===== src/rtl/twi_stat_pkg.sv =====
package twi_stat_pkg;
  localparam int REG_W    = 16;
  localparam int BYTE_W   = 8;
  localparam int BIT_AF   = 10;
  localparam int BIT_ARLO = 9;
  localparam int BIT_BERR = 8;
  localparam int BIT_TXE  = 7;
  localparam int BIT_RXNE = 6;
  localparam int BIT_STOP = 4;
  localparam int BIT_ACKEN = 0;
  localparam logic [1:0] ADDR_STAT = 2'd0;
  localparam logic [1:0] ADDR_DATA = 2'd1;
  localparam logic [1:0] ADDR_CTRL = 2'd2;
endpackage


===== src/rtl/twi_w0c_flag.sv =====
module twi_w0c_flag (
  input  logic clk_i,
  input  logic rst_ni,
  input  logic en_i,
  input  logic set_i,
  input  logic wr_clr_i,
  output logic q_o
);
  logic q_d;
  always_comb begin
    q_d = q_o;
    if (!en_i)         q_d = 1'b0;
    else if (set_i)    q_d = 1'b1;
    else if (wr_clr_i) q_d = 1'b0;
  end
  always_ff @(posedge clk_i or negedge rst_ni)
    if (!rst_ni) q_o <= 1'b0;
    else         q_o <= q_d;

  AST_W0C_SET_WINS: assert property (@(posedge clk_i) disable iff (!rst_ni)
    (en_i && set_i) |=> q_o);
  AST_W0C_HOLD_ONE: assert property (@(posedge clk_i) disable iff (!rst_ni)
    (en_i && !set_i && !wr_clr_i && q_o) |=> q_o);
  AST_W0C_DISABLED: assert property (@(posedge clk_i) disable iff (!rst_ni)
    !en_i |=> !q_o);
endmodule


===== src/rtl/twi_stop_flag.sv =====
module twi_stop_flag (
  input  logic clk_i,
  input  logic rst_ni,
  input  logic en_i,
  input  logic stop_i,
  input  logic slave_i,
  input  logic ack_en_i,
  input  logic ack_i,
  input  logic nack_i,
  input  logic stat_rd_i,
  input  logic ctrl_wr_i,
  output logic q_o
);
  logic ack_ok_q, armed_q, set_ev;

  // last acknowledge outcome; a stop only counts after a real acknowledge
  always_ff @(posedge clk_i or negedge rst_ni)
    if (!rst_ni)     ack_ok_q <= 1'b0;
    else if (!en_i)  ack_ok_q <= 1'b0;
    else if (nack_i) ack_ok_q <= 1'b0;
    else if (ack_i)  ack_ok_q <= 1'b1;

  assign set_ev = stop_i && slave_i && ack_en_i && ack_ok_q && !nack_i;

  always_ff @(posedge clk_i or negedge rst_ni)
    if (!rst_ni)                armed_q <= 1'b0;
    else if (!en_i || set_ev)   armed_q <= 1'b0;
    else if (stat_rd_i && q_o)  armed_q <= 1'b1;
    else if (ctrl_wr_i)         armed_q <= 1'b0;

  always_ff @(posedge clk_i or negedge rst_ni)
    if (!rst_ni)                    q_o <= 1'b0;
    else if (!en_i)                 q_o <= 1'b0;
    else if (set_ev)                q_o <= 1'b1;
    else if (ctrl_wr_i && armed_q)  q_o <= 1'b0;

  AST_STOP_NO_SET_UNACKED: assert property (@(posedge clk_i) disable iff (!rst_ni)
    (!q_o && (!ack_ok_q || !slave_i || !ack_en_i)) |=> !q_o);
  AST_STOP_NEEDS_ARM: assert property (@(posedge clk_i) disable iff (!rst_ni)
    (en_i && q_o && !armed_q) |=> q_o);
endmodule


===== src/rtl/twi_data_flags.sv =====
module twi_data_flags #(
  parameter int DATA_W = 8
) (
  input  logic              clk_i,
  input  logic              rst_ni,
  input  logic              en_i,
  input  logic              tx_done_i,
  input  logic              rx_byte_i,
  input  logic [DATA_W-1:0] rx_data_i,
  input  logic              addr_ph_i,
  input  logic              pec_next_i,
  input  logic              nack_i,
  input  logic              af_q_i,
  input  logic              arb_lost_i,
  input  logic              cond_gen_i,
  input  logic              dr_wr_i,
  input  logic              dr_rd_i,
  input  logic [DATA_W-1:0] wdata_i,
  output logic              txe_o,
  output logic              rxne_o,
  output logic [DATA_W-1:0] data_o
);
  logic tx_set, rx_set;
  assign tx_set = tx_done_i && !addr_ph_i && !nack_i && !af_q_i && !pec_next_i;
  assign rx_set = rx_byte_i && !addr_ph_i && !arb_lost_i;

  always_ff @(posedge clk_i or negedge rst_ni)
    if (!rst_ni)                     txe_o <= 1'b0;
    else if (!en_i)                  txe_o <= 1'b0;
    else if (tx_set)                 txe_o <= 1'b1;
    else if (dr_wr_i || cond_gen_i)  txe_o <= 1'b0;

  always_ff @(posedge clk_i or negedge rst_ni)
    if (!rst_ni)                  rxne_o <= 1'b0;
    else if (!en_i)               rxne_o <= 1'b0;
    else if (rx_set)              rxne_o <= 1'b1;
    else if (dr_rd_i || dr_wr_i)  rxne_o <= 1'b0;

  always_ff @(posedge clk_i or negedge rst_ni)
    if (!rst_ni)      data_o <= '0;
    else if (rx_set)  data_o <= rx_data_i;
    else if (dr_wr_i) data_o <= wdata_i;

  AST_TXE_NOT_IN_ADDR: assert property (@(posedge clk_i) disable iff (!rst_ni)
    (addr_ph_i && !txe_o) |=> !txe_o);
  AST_RXNE_NOT_ON_ARB: assert property (@(posedge clk_i) disable iff (!rst_ni)
    ((arb_lost_i || addr_ph_i) && !rxne_o) |=> !rxne_o);
  AST_TXE_CLR_ON_COND: assert property (@(posedge clk_i) disable iff (!rst_ni)
    (cond_gen_i && !tx_done_i) |=> !txe_o);
endmodule


===== src/rtl/twi_status_regs.sv =====
module twi_status_regs
  import twi_stat_pkg::*;
#(
  parameter int DATA_W = BYTE_W,
  parameter int WORD_W = REG_W
) (
  input  logic              clk_i,
  input  logic              rst_ni,
  input  logic              en_i,
  input  logic              ev_nack_i,
  input  logic              ev_ack_i,
  input  logic              ev_arb_lost_i,
  input  logic              ev_bus_err_i,
  input  logic              ev_tx_done_i,
  input  logic              ev_rx_byte_i,
  input  logic [DATA_W-1:0] rx_data_i,
  input  logic              ev_stop_det_i,
  input  logic              ev_start_gen_i,
  input  logic              ev_stop_gen_i,
  input  logic              addr_phase_i,
  input  logic              pec_next_i,
  input  logic              reg_req_i,
  input  logic              reg_we_i,
  input  logic [1:0]        reg_addr_i,
  input  logic [WORD_W-1:0] reg_wdata_i,
  output logic [WORD_W-1:0] reg_rdata_o,
  output logic [WORD_W-1:0] flags_o,
  output logic              mode_master_o,
  output logic [DATA_W-1:0] data_o,
  output logic [WORD_W-1:0] ctrl_o
);
  localparam int NUM_W0C = 3;

  logic stat_wr, stat_rd, dr_wr, dr_rd, ctrl_wr;
  assign stat_wr = reg_req_i &&  reg_we_i && reg_addr_i == ADDR_STAT;
  assign stat_rd = reg_req_i && !reg_we_i && reg_addr_i == ADDR_STAT;
  assign dr_wr   = reg_req_i &&  reg_we_i && reg_addr_i == ADDR_DATA;
  assign dr_rd   = reg_req_i && !reg_we_i && reg_addr_i == ADDR_DATA;
  assign ctrl_wr = reg_req_i &&  reg_we_i && reg_addr_i == ADDR_CTRL;

  // index 0 bus error, 1 arbitration lost, 2 missing acknowledge
  logic [NUM_W0C-1:0] w0c_set, w0c_q;
  assign w0c_set = {ev_nack_i, ev_arb_lost_i, ev_bus_err_i};

  for (genvar i = 0; i < NUM_W0C; i++) begin : g_w0c
    twi_w0c_flag u_flag (
      .clk_i   (clk_i),
      .rst_ni  (rst_ni),
      .en_i    (en_i),
      .set_i   (w0c_set[i]),
      .wr_clr_i(stat_wr && !reg_wdata_i[BIT_BERR+i]),
      .q_o     (w0c_q[i])
    );
  end

  always_ff @(posedge clk_i or negedge rst_ni)
    if (!rst_ni)      ctrl_o <= '0;
    else if (ctrl_wr) ctrl_o <= reg_wdata_i;

  always_ff @(posedge clk_i or negedge rst_ni)
    if (!rst_ni)                             mode_master_o <= 1'b0;
    else if (!en_i)                          mode_master_o <= 1'b0;
    else if (ev_arb_lost_i || ev_stop_gen_i) mode_master_o <= 1'b0;
    else if (ev_start_gen_i)                 mode_master_o <= 1'b1;

  logic txe_q, rxne_q, stop_q;

  twi_data_flags #(.DATA_W(DATA_W)) u_data (
    .clk_i     (clk_i),
    .rst_ni    (rst_ni),
    .en_i      (en_i),
    .tx_done_i (ev_tx_done_i),
    .rx_byte_i (ev_rx_byte_i),
    .rx_data_i (rx_data_i),
    .addr_ph_i (addr_phase_i),
    .pec_next_i(pec_next_i),
    .nack_i    (ev_nack_i),
    .af_q_i    (w0c_q[2]),
    .arb_lost_i(ev_arb_lost_i),
    .cond_gen_i(ev_start_gen_i || ev_stop_gen_i),
    .dr_wr_i   (dr_wr),
    .dr_rd_i   (dr_rd),
    .wdata_i   (reg_wdata_i[DATA_W-1:0]),
    .txe_o     (txe_q),
    .rxne_o    (rxne_q),
    .data_o    (data_o)
  );

  twi_stop_flag u_stop (
    .clk_i    (clk_i),
    .rst_ni   (rst_ni),
    .en_i     (en_i),
    .stop_i   (ev_stop_det_i),
    .slave_i  (!mode_master_o),
    .ack_en_i (ctrl_o[BIT_ACKEN]),
    .ack_i    (ev_ack_i),
    .nack_i   (ev_nack_i),
    .stat_rd_i(stat_rd),
    .ctrl_wr_i(ctrl_wr),
    .q_o      (stop_q)
  );

  always_comb begin
    flags_o = '0;
    flags_o[BIT_BERR+NUM_W0C-1:BIT_BERR] = w0c_q;
    flags_o[BIT_TXE]  = txe_q;
    flags_o[BIT_RXNE] = rxne_q;
    flags_o[BIT_STOP] = stop_q;
  end

  always_comb begin
    reg_rdata_o = '0;
    if (reg_req_i && !reg_we_i) begin
      case (reg_addr_i)
        ADDR_STAT: reg_rdata_o = flags_o;
        ADDR_DATA: reg_rdata_o = {{(WORD_W-DATA_W){1'b0}}, data_o};
        ADDR_CTRL: reg_rdata_o = ctrl_o;
        default:   reg_rdata_o = '0;
      endcase
    end
  end

  AST_ARB_TO_SLAVE: assert property (@(posedge clk_i) disable iff (!rst_ni)
    ev_arb_lost_i |=> !mode_master_o);
  AST_MODE_OFF_DISABLED: assert property (@(posedge clk_i) disable iff (!rst_ni)
    !en_i |=> (!mode_master_o && flags_o == '0));
  AST_RESERVED_ZERO: assert property (@(posedge clk_i) disable iff (!rst_ni)
    reg_req_i |=> (flags_o[5] == 1'b0 && flags_o[3:0] == '0));
endmodule


===== config.mk =====
export PLATFORM = sky130hd
export DESIGN_NAME = twi_status_regs
export DESIGN_NICKNAME = d
export VERILOG_FILES = /design/src/rtl/twi_stat_pkg.sv /design/src/rtl/twi_w0c_flag.sv /design/src/rtl/twi_stop_flag.sv /design/src/rtl/twi_data_flags.sv /design/src/rtl/twi_status_regs.sv
export SDC_FILE = /design/constraint.sdc
export NUM_CORES = 1
export LEC_CHECK = 0
export ABC_AREA = 1
export CORE_ASPECT_RATIO = 1.25
export CORE_MARGIN = 1.5
export CORE_UTILIZATION = 43
export CTS_BUF_LIST = sky130_fd_sc_hd__clkbuf_8 sky130_fd_sc_hd__clkbuf_16
export CTS_CLUSTER_SIZE = 25
export DETAILED_ROUTE_END_ITERATION = 8
export HOLD_SLACK_MARGIN = 0.03
export PLACE_DENSITY = 0.95
export REMOVE_ABC_BUFFERS = 1
export SYNTH_ARGS = -nofsm -noshare
export SYNTH_HDL_FRONTEND = slang
export SYNTH_SLANG_ARGS = --single-unit

===== constraint.sdc =====
create_clock -name clk_i -period 1.2 [get_ports clk_i]
set_input_delay 0.18 -clock clk_i [delete_from_list [all_inputs] [get_ports clk_i]]
set_output_delay 0.18 -clock clk_i [all_outputs]
set_load 0.01 [all_outputs]

==> results of run 1 <==
==> metrics by stage <==
stage	hold slack [ns]	setup WS, ns	TNS [ns]	std cells	power (W)
2_1_floorplan	-0.1156	0.05624	0	255	0.001770
3_5_place_dp	0.4985	-0.8985	-27.17	454	0.002703
6_report	0.2501	-0.1600	-0.6559	476	0.003672
5_1_grt	0.2754	-0.1977	-0.8990	476	0.003831
4_1_cts	0.2569	-0.1096	-0.2888	474	0.003589
3_3_place_gp	0.4840	-0.8263	-25.28	454	0.002658
==> kinds of logic (layout without fill, tap and decap cells) <==
family	after synthesis	count (layout)	synth area share (%)
AND/OR/NAND/NOR	175	176	38.97
buffers and inverters	44	185	13.01
flip-flops	33	33	43.59
AO/OA/AOI/OAI	16	16	4.227
other	1	10	0.1980
==> repair_timing <==
item                       in CTS  in global routing
setup buffers                  11                  7
pin swaps                      14                 20
cloned                          1                  0
setup endpoints to repair      77                 28
gates resized for setup       212                 35
==> flip-flops by register name (all words and copies together) (netlist names) <==
| name | flops |
|---|---|
| g_w0c.u_flag.q_o | 3 |
| mode_master_o | 1 |
| u_data.data_o | 8 |
| u_stop.ack_ok_q | 1 |
| u_data.rxne_o | 1 |
| u_data.txe_o | 1 |
| u_stop.armed_q | 1 |
| u_stop.q_o | 1 |
| ctrl_o | 16 |
==> final timing paths <==
| path | to | slack, ns |
|---|---|---|
| max in group asynchronous | u_data.data_o[2]$_DFFE_PN0P_ | 0.76 |
| worst max register to register | u_stop.armed_q$_DFFE_PN0P_ | 0.15 |
| worst min register to register | ctrl_o[13]$_DFFE_PN0P_ | 0.54 |
| worst min-delay path | ctrl_o[9]$_DFFE_PN0P_ | 0.25 |
| min in group clk_i | u_data.rxne_o$_DFFE_PN0P_ | 0.32 |
| worst max-delay path | reg_rdata_o[4] | -0.16 |
==> per-layer routing <==
| metal | vias to the layer above | GRT usage, % | wire, um |
|---|---|---|---|
| li1 | 1116 | - | - |
| met1 | 1204 | 32.70 | 2696 |
| met2 | 183 | 57.28 | 4193 |
| met3 | 58 | 7.478 | 674 |
| met4 | 0 | 16.89 | 548 |
| met5 | - | 0 | 0 |
==> area by class of cell <==
cell class                 instances  area, um^2  area share (%)
clock inverter                     1       5.005          0.1508
timing repair buffer             156        1284           38.69
sequential                        33       825.8           24.89
tap                               56       70.07           2.112
multi-input combinational        202       949.7           28.62
clock buffer                       7       96.34           2.903
inverter                          21       87.58           2.640
==> power by group <==
part	switching [W]	internal [W]	total, W
Combinational	0.000650	0.000680	0.00133
Sequential	0.000124	0.00128	0.00140
Clock	0.000424	0.000519	0.000943
==> cells in the final DEF, fill, tap and decap left out, types with 7 or more instances in the layout <==
| cell type | instances |
|---|---|
| buf_6 | 8 |
| nor2_1 | 15 |
| nand3_1 | 27 |
| dfrtp_1 | 33 |
| inv_1 | 16 |
| buf_4 | 57 |
| nand2_1 | 108 |
| clkbuf_8 | 7 |
| nand2_2 | 12 |
| buf_2 | 41 |
| clkdlybuf4s50_1 | 37 |
| conb_1 | 10 |
==> worst max-delay path, stage by stage (launching register included) <==
cell	delay, ns
dfrtp_1	0.41
nand2_1	0.10
nand2_1	0.06
o21ai_1	0.12
inv_1	0.07
buf_6	0.12
==> results.sh, run 1 <==
export IMPL_power_density_nw_per_um2=1107
export IMPL_htreeDepth=2
export IMPL_drc=0
export IMPL_nFillCells=282
export IMPL_die_h_um=77.21
export IMPL_drt_vias_per_instance=5.380
export IMPL_port_buffer_count=88
export IMPL_ant_nets=0
export IMPL_place_congestion=0.8673
export IMPL_vias=2561
export IMPL_core_um2=4164
export IMPL_setup_slack_ns=-0.1600
export IMPL_yosysTopAreaCell="dfrtp_1"
export IMPL_worstSetupPathType="flip-flop to primary output"
export IMPL_dr_first_iter_drc_count=225
export IMPL_timing_final_hold_violations=0
export IMPL_syn_inst=269
export IMPL_layout_drive_gt1_share_pct=38.10
export IMPL_wl_per_cell_um=17.04
export IMPL_overflow=0
export IMPL_yosys_warnings=0
export IMPL_max_freq_mhz=735.3
export IMPL_ys_ff_latch=33
export IMPL_period_share_pct=113.3
export IMPL_clockBufferDepth=2
export IMPL_nets=461
export IMPL_cts_tree="built"
export IMPL_period_needed_ns=1.360
export IMPL_synth_edf_count=0
export IMPL_row_count=26
export IMPL_rsz0062_at_grt="yes"
export IMPL_ys_top_cells_by_area="dfrtp_1 (44%), nand2_1 (24%), nand3_1 (7.4%)"
export IMPL_clkSinkCount=33
export IMPL_holdBufCountCts=0
export IMPL_cp_arrival_ns=1.18
export IMPL_start_kind="flip-flop"
export IMPL_syn_area_per_cell_um2=7.042
export IMPL_ys_seq_area_share_pct=43.59
export IMPL_drv_cap=0
export IMPL_peakVddDrop_mv=0.8692
export IMPL_finalSetupViolations=10
export IMPL_cp_max_fo=2
export IMPL_outcome="finished, violations left"
export IMPL_leakagePower_nw=1.821
export IMPL_critPathCaptureType="primary output"
export IMPL_dieWidth_um=62.37
export IMPL_synth_most_common_cell="nand2_1"
export IMPL_hp_class="input pin to async pin"
export IMPL_diodes=0
export IMPL_ff2ff_path_depth=6
export IMPL_dp_hpwl_um=4886
export IMPL_wl_um=8113
export IMPL_synth_top_cell_area_share_pct=43.59
export IMPL_placed_area_um2=3164
export IMPL_grt_pass1_wl_um=11740
export IMPL_design_area_um2=3318
export IMPL_antenna_found_initial=0
export IMPL_critical_path_required_ns=1.02
export IMPL_r2r_start="ctrl_o[0]$_DFFE_PN0P_"
export IMPL_cts_root_buffer="clkbuf_8"
export IMPL_synthFlopType="dfrtp_1"
export IMPL_grt_pass1_vias=2495
export IMPL_dr_pass1_iters=5
export IMPL_finClkSkew_ns=0.002501
export IMPL_slew_violations=0
export IMPL_start_util_pct=45.49
export IMPL_setup_worst_path_start="u_data.data_o[4]$_DFFE_PN0P_"
export IMPL_utilization_pct=79.69
export IMPL_synth_cell_area_um2=1894
export IMPL_ys_types=21
export IMPL_synth_cells_most_frequent="nand2_1 (119), dfrtp_1 (33), nand3_1 (28)"
export IMPL_pin_count=99
export IMPL_clk_pin_slew_worst_paths_ns=0.08
export IMPL_violations="setup timing"
export IMPL_cts_buffers=5
export IMPL_grt_usage_pct=31.27
export IMPL_clk_latency_ns=0.29
export IMPL_async_reset_ff_share_pct=100.0
export IMPL_grt_max_degree=34
export IMPL_area_growth_pct=75.16
export IMPL_dieArea_um2=4815
Note: power is estimated with default switching activity, not from simulation.
==> inputs of run 2 (changes only) <==
--- a/config.mk
+++ b/config.mk
@@ -17,4 +17,5 @@
 export REMOVE_ABC_BUFFERS = 1
 export SYNTH_ARGS = -nofsm -noshare
 export SYNTH_HDL_FRONTEND = slang
+export SYNTH_HIERARCHICAL = 1
 export SYNTH_SLANG_ARGS = --single-unit
==> run 2 against run 1 <==
The flow still finishes with violations (setup timing); cell area decreased by 3.3%; routed wire length decreased by 16%; maximum frequency increased by 4.9%; via count decreased by 7.0%; synthesized cell count increased by 4.8%; first-iteration DRC count decreased by 12%; critical endpoint is now reg_rdata_o[6]; largest cell class unchanged.
==> results.sh, run 2 <==
export IMPL_utilization_pct=73.05
export IMPL_outcome="finished, violations left"
export IMPL_worstSetupPathType="flip-flop to primary output"
export IMPL_ys_seq_area_share_pct=42.17
export IMPL_die_h_um=78.45
export IMPL_period_needed_ns=1.297
export IMPL_timing_final_hold_violations=0
export IMPL_period_share_pct=108.1
export IMPL_clk_latency_ns=0.29
export IMPL_nets=463
export IMPL_clockPowerShare_pct=22.7
export IMPL_drt_vias_per_instance=4.960
export IMPL_clk_pin_slew_worst_paths_ns=0.06
export IMPL_dp_hpwl_um=5016
export IMPL_rsz0062_at_grt="yes"
export IMPL_vias=2381
export IMPL_top_register="ctrl_o"
export IMPL_yosysTopAreaCell="dfrtp_1"
export IMPL_critical_path_required_ns=1.02
export IMPL_violations="setup timing"
export IMPL_synth_most_common_cell="nand2_1"
export IMPL_crit_slowest_cell="dfrtp_1"
export IMPL_ff2ff_path_depth=4
export IMPL_overflow=0
export IMPL_peakVddDrop_mv=0.7957
export IMPL_synth_top_cell_area_share_pct=42.17
export IMPL_clkSinkCount=33
export IMPL_ys_types=23
export IMPL_grt_max_degree=34
export IMPL_core_um2=4392
export IMPL_drc=0
export IMPL_antenna_found_initial=0
export IMPL_power_density_nw_per_um2=1061
export IMPL_cts_buffers=5
export IMPL_dieArea_um2=4970
export IMPL_cp_common_cell="nand3_1"
export IMPL_final_cell_mix="nand2_1 (116), buf_4 (44), clkdlybuf4s50_1 (37), inv_1 (36), buf_2 (36)"
export IMPL_switching_share_pct=32.05
export IMPL_diodes=0
export IMPL_setup_slack_ns=-0.09709
export IMPL_synth_edf_count=0
export IMPL_layout_commonest_cell="nand2_1"
export IMPL_syn_inst=282
export IMPL_layout_drive_gt1_share_pct=30.81
export IMPL_start_kind="flip-flop"
export IMPL_dr_pass1_iters=4
export IMPL_grt_pass1_wl_um=10330
export IMPL_max_stage_delay_ns=0.41
export IMPL_final_cells=480
export IMPL_dr_first_iter_drc_count=197
export IMPL_synth_cells_most_frequent="nand2_1 (120), inv_1 (35), dfrtp_1 (33)"
export IMPL_synth_cell_area_um2=1958
export IMPL_p_switching_w=0.001091
export IMPL_finalSetupViolations=6
export IMPL_combPwrFrac_pct=36.3
export IMPL_hp_class="input pin to async pin"
export IMPL_grt_usage_pct=26.98
export IMPL_drv_cap=0
export IMPL_largest_reg_flops=16
export IMPL_dp_cells=464
export IMPL_pin_count=99
export IMPL_slew_violations=0
export IMPL_seqPwrFrac_pct=41.0
export IMPL_port_buffer_count=88
export IMPL_yosys_warnings=6
export IMPL_finClkSkew_ns=0.005268
export IMPL_htreeDepth=2
export IMPL_max_freq_mhz=771.0
export IMPL_wl_per_cell_um=14.13
export IMPL_reg_top3="ctrl_o (16), u_data/data_o (8), g_w0c.u_flag/q_o (3)"
export IMPL_syn_area_per_cell_um2=6.944
export IMPL_ant_nets=0
export IMPL_synthFlopType="dfrtp_1"
export IMPL_p_int_w=0.002312
export IMPL_cts_tree="built"
export IMPL_report_power_total_w=0.003403
export IMPL_cp_max_fo=2
export IMPL_leakagePower_nw=1.843
export IMPL_ys_top_cells_by_area="dfrtp_1 (42%), nand2_1 (23%), inv_1 (6.7%)"
export IMPL_critPathCaptureType="primary output"
export IMPL_area_growth_pct=63.83
export IMPL_dieWidth_um=63.36
export IMPL_ys_ff_latch=33
export IMPL_cts_root_buffer="clkbuf_8"
export IMPL_async_reset_ff_share_pct=100.0
export IMPL_row_count=27
export IMPL_start_util_pct=44.59
export IMPL_clockBufferDepth=2
export IMPL_wl_um=6780
export IMPL_crit_path_cell_trace="nand3_1, nand3_1, nand2_1, inv_1, buf_2"
export IMPL_cp_arrival_ns=1.12
export IMPL_grt_pass1_vias=2235
export IMPL_place_congestion=0.8770
[run 2: repair_timing]
action	CTS	global route
endpoints found under the hold margin	0	0
hold buffers	0	0
endpoints found under the setup margin	73	23
setup buffers	6	4
gates cloned	0	0
gates resized for setup	187	23
pin swaps	17	10
[run 2: cell families (layout without fill, tap and decap cells)]
family / count (synthesis) / count (layout) / share of synthesized area, %
flops: 33 / 33 / 42.17
other cells: 1 / 10 / 0.1915
simple gates: 178 / 178 / 38.47
compound gates: 11 / 11 / 3.834
buf+inv: 59 / 190 / 15.34
[run 2: final timing paths]
kind / startpoint / to / slack (ns)
worst max-delay path: ctrl_o[6]$_DFFE_PN0P_ / reg_rdata_o[6] / -0.1
min in group clk_i: reg_wdata_i[11] / ctrl_o[11]$_DFFE_PN0P_ / 0.42
max in group asynchronous: rst_ni / u_data/data_o[7]$_DFFE_PN0P_ / 0.76
worst max register to register: u_stop/q_o$_DFFE_PN0P_ / u_stop/q_o$_DFFE_PN0P_ / 0.22
worst min register to register: mode_master_o$_DFFE_PN0P_ / mode_master_o$_DFFE_PN0P_ / 0.56
worst min-delay path: rst_ni / ctrl_o[11]$_DFFE_PN0P_ / 0.26
[run 2: cell type report]
cell class / instances / area, um^2
Multi-Input combinational cell: 199 / 913.4
Sequential cell: 33 / 825.8
Inverter: 39 / 151.4
Clock buffer: 5 / 68.82
Fill cell: 337 / 1184
Timing Repair Buffer: 143 / 1165
Clock inverter: 3 / 11.26
Tap cell: 58 / 72.57
[run 2: power groups by stage]
stage                     clock network [W]  registers, W  logic, W
after floorplan                           0       0.00149  0.000290
after global placement                    0       0.00140   0.00124
after detailed placement                  0       0.00141   0.00128
after CTS                          0.000780       0.00139   0.00119
after global routing               0.000822       0.00141   0.00133
final                              0.000771       0.00140   0.00124
[run 2: routing by layer]
layer	track usage [%]	part of all wire, %	vias to the layer above
li1	-	-	1121
met1	29.60	36	1105
met2	49.79	53	135
met3	5.731	7.5	20
met4	11.09	2.9	0
met5	0	0	-
[run 2: critical path: cells and delay by family, from the launching register on]
family / cells / cell delay [ns]
buffers and inverters: 2 / 0.17
AND/OR/NAND/NOR: 3 / 0.26
flip-flops: 1 / 0.41
[run 2: metrics by stage]
stage / hold WS [ns] / setup slack, ns / area [um^2] / TNS (ns)
2_1_floorplan: -0.1156 / 0.01110 / 1841 / 0
3_3_place_gp: 0.4969 / -0.7463 / 3197 / -22.41
3_5_place_dp: 0.5337 / -0.7912 / 3197 / -23.88
4_1_cts: 0.2668 / -0.09011 / 3189 / -0.2297
5_1_grt: 0.2860 / -0.1371 / 3208 / -0.6045
6_report: 0.2609 / -0.09709 / 3208 / -0.2893
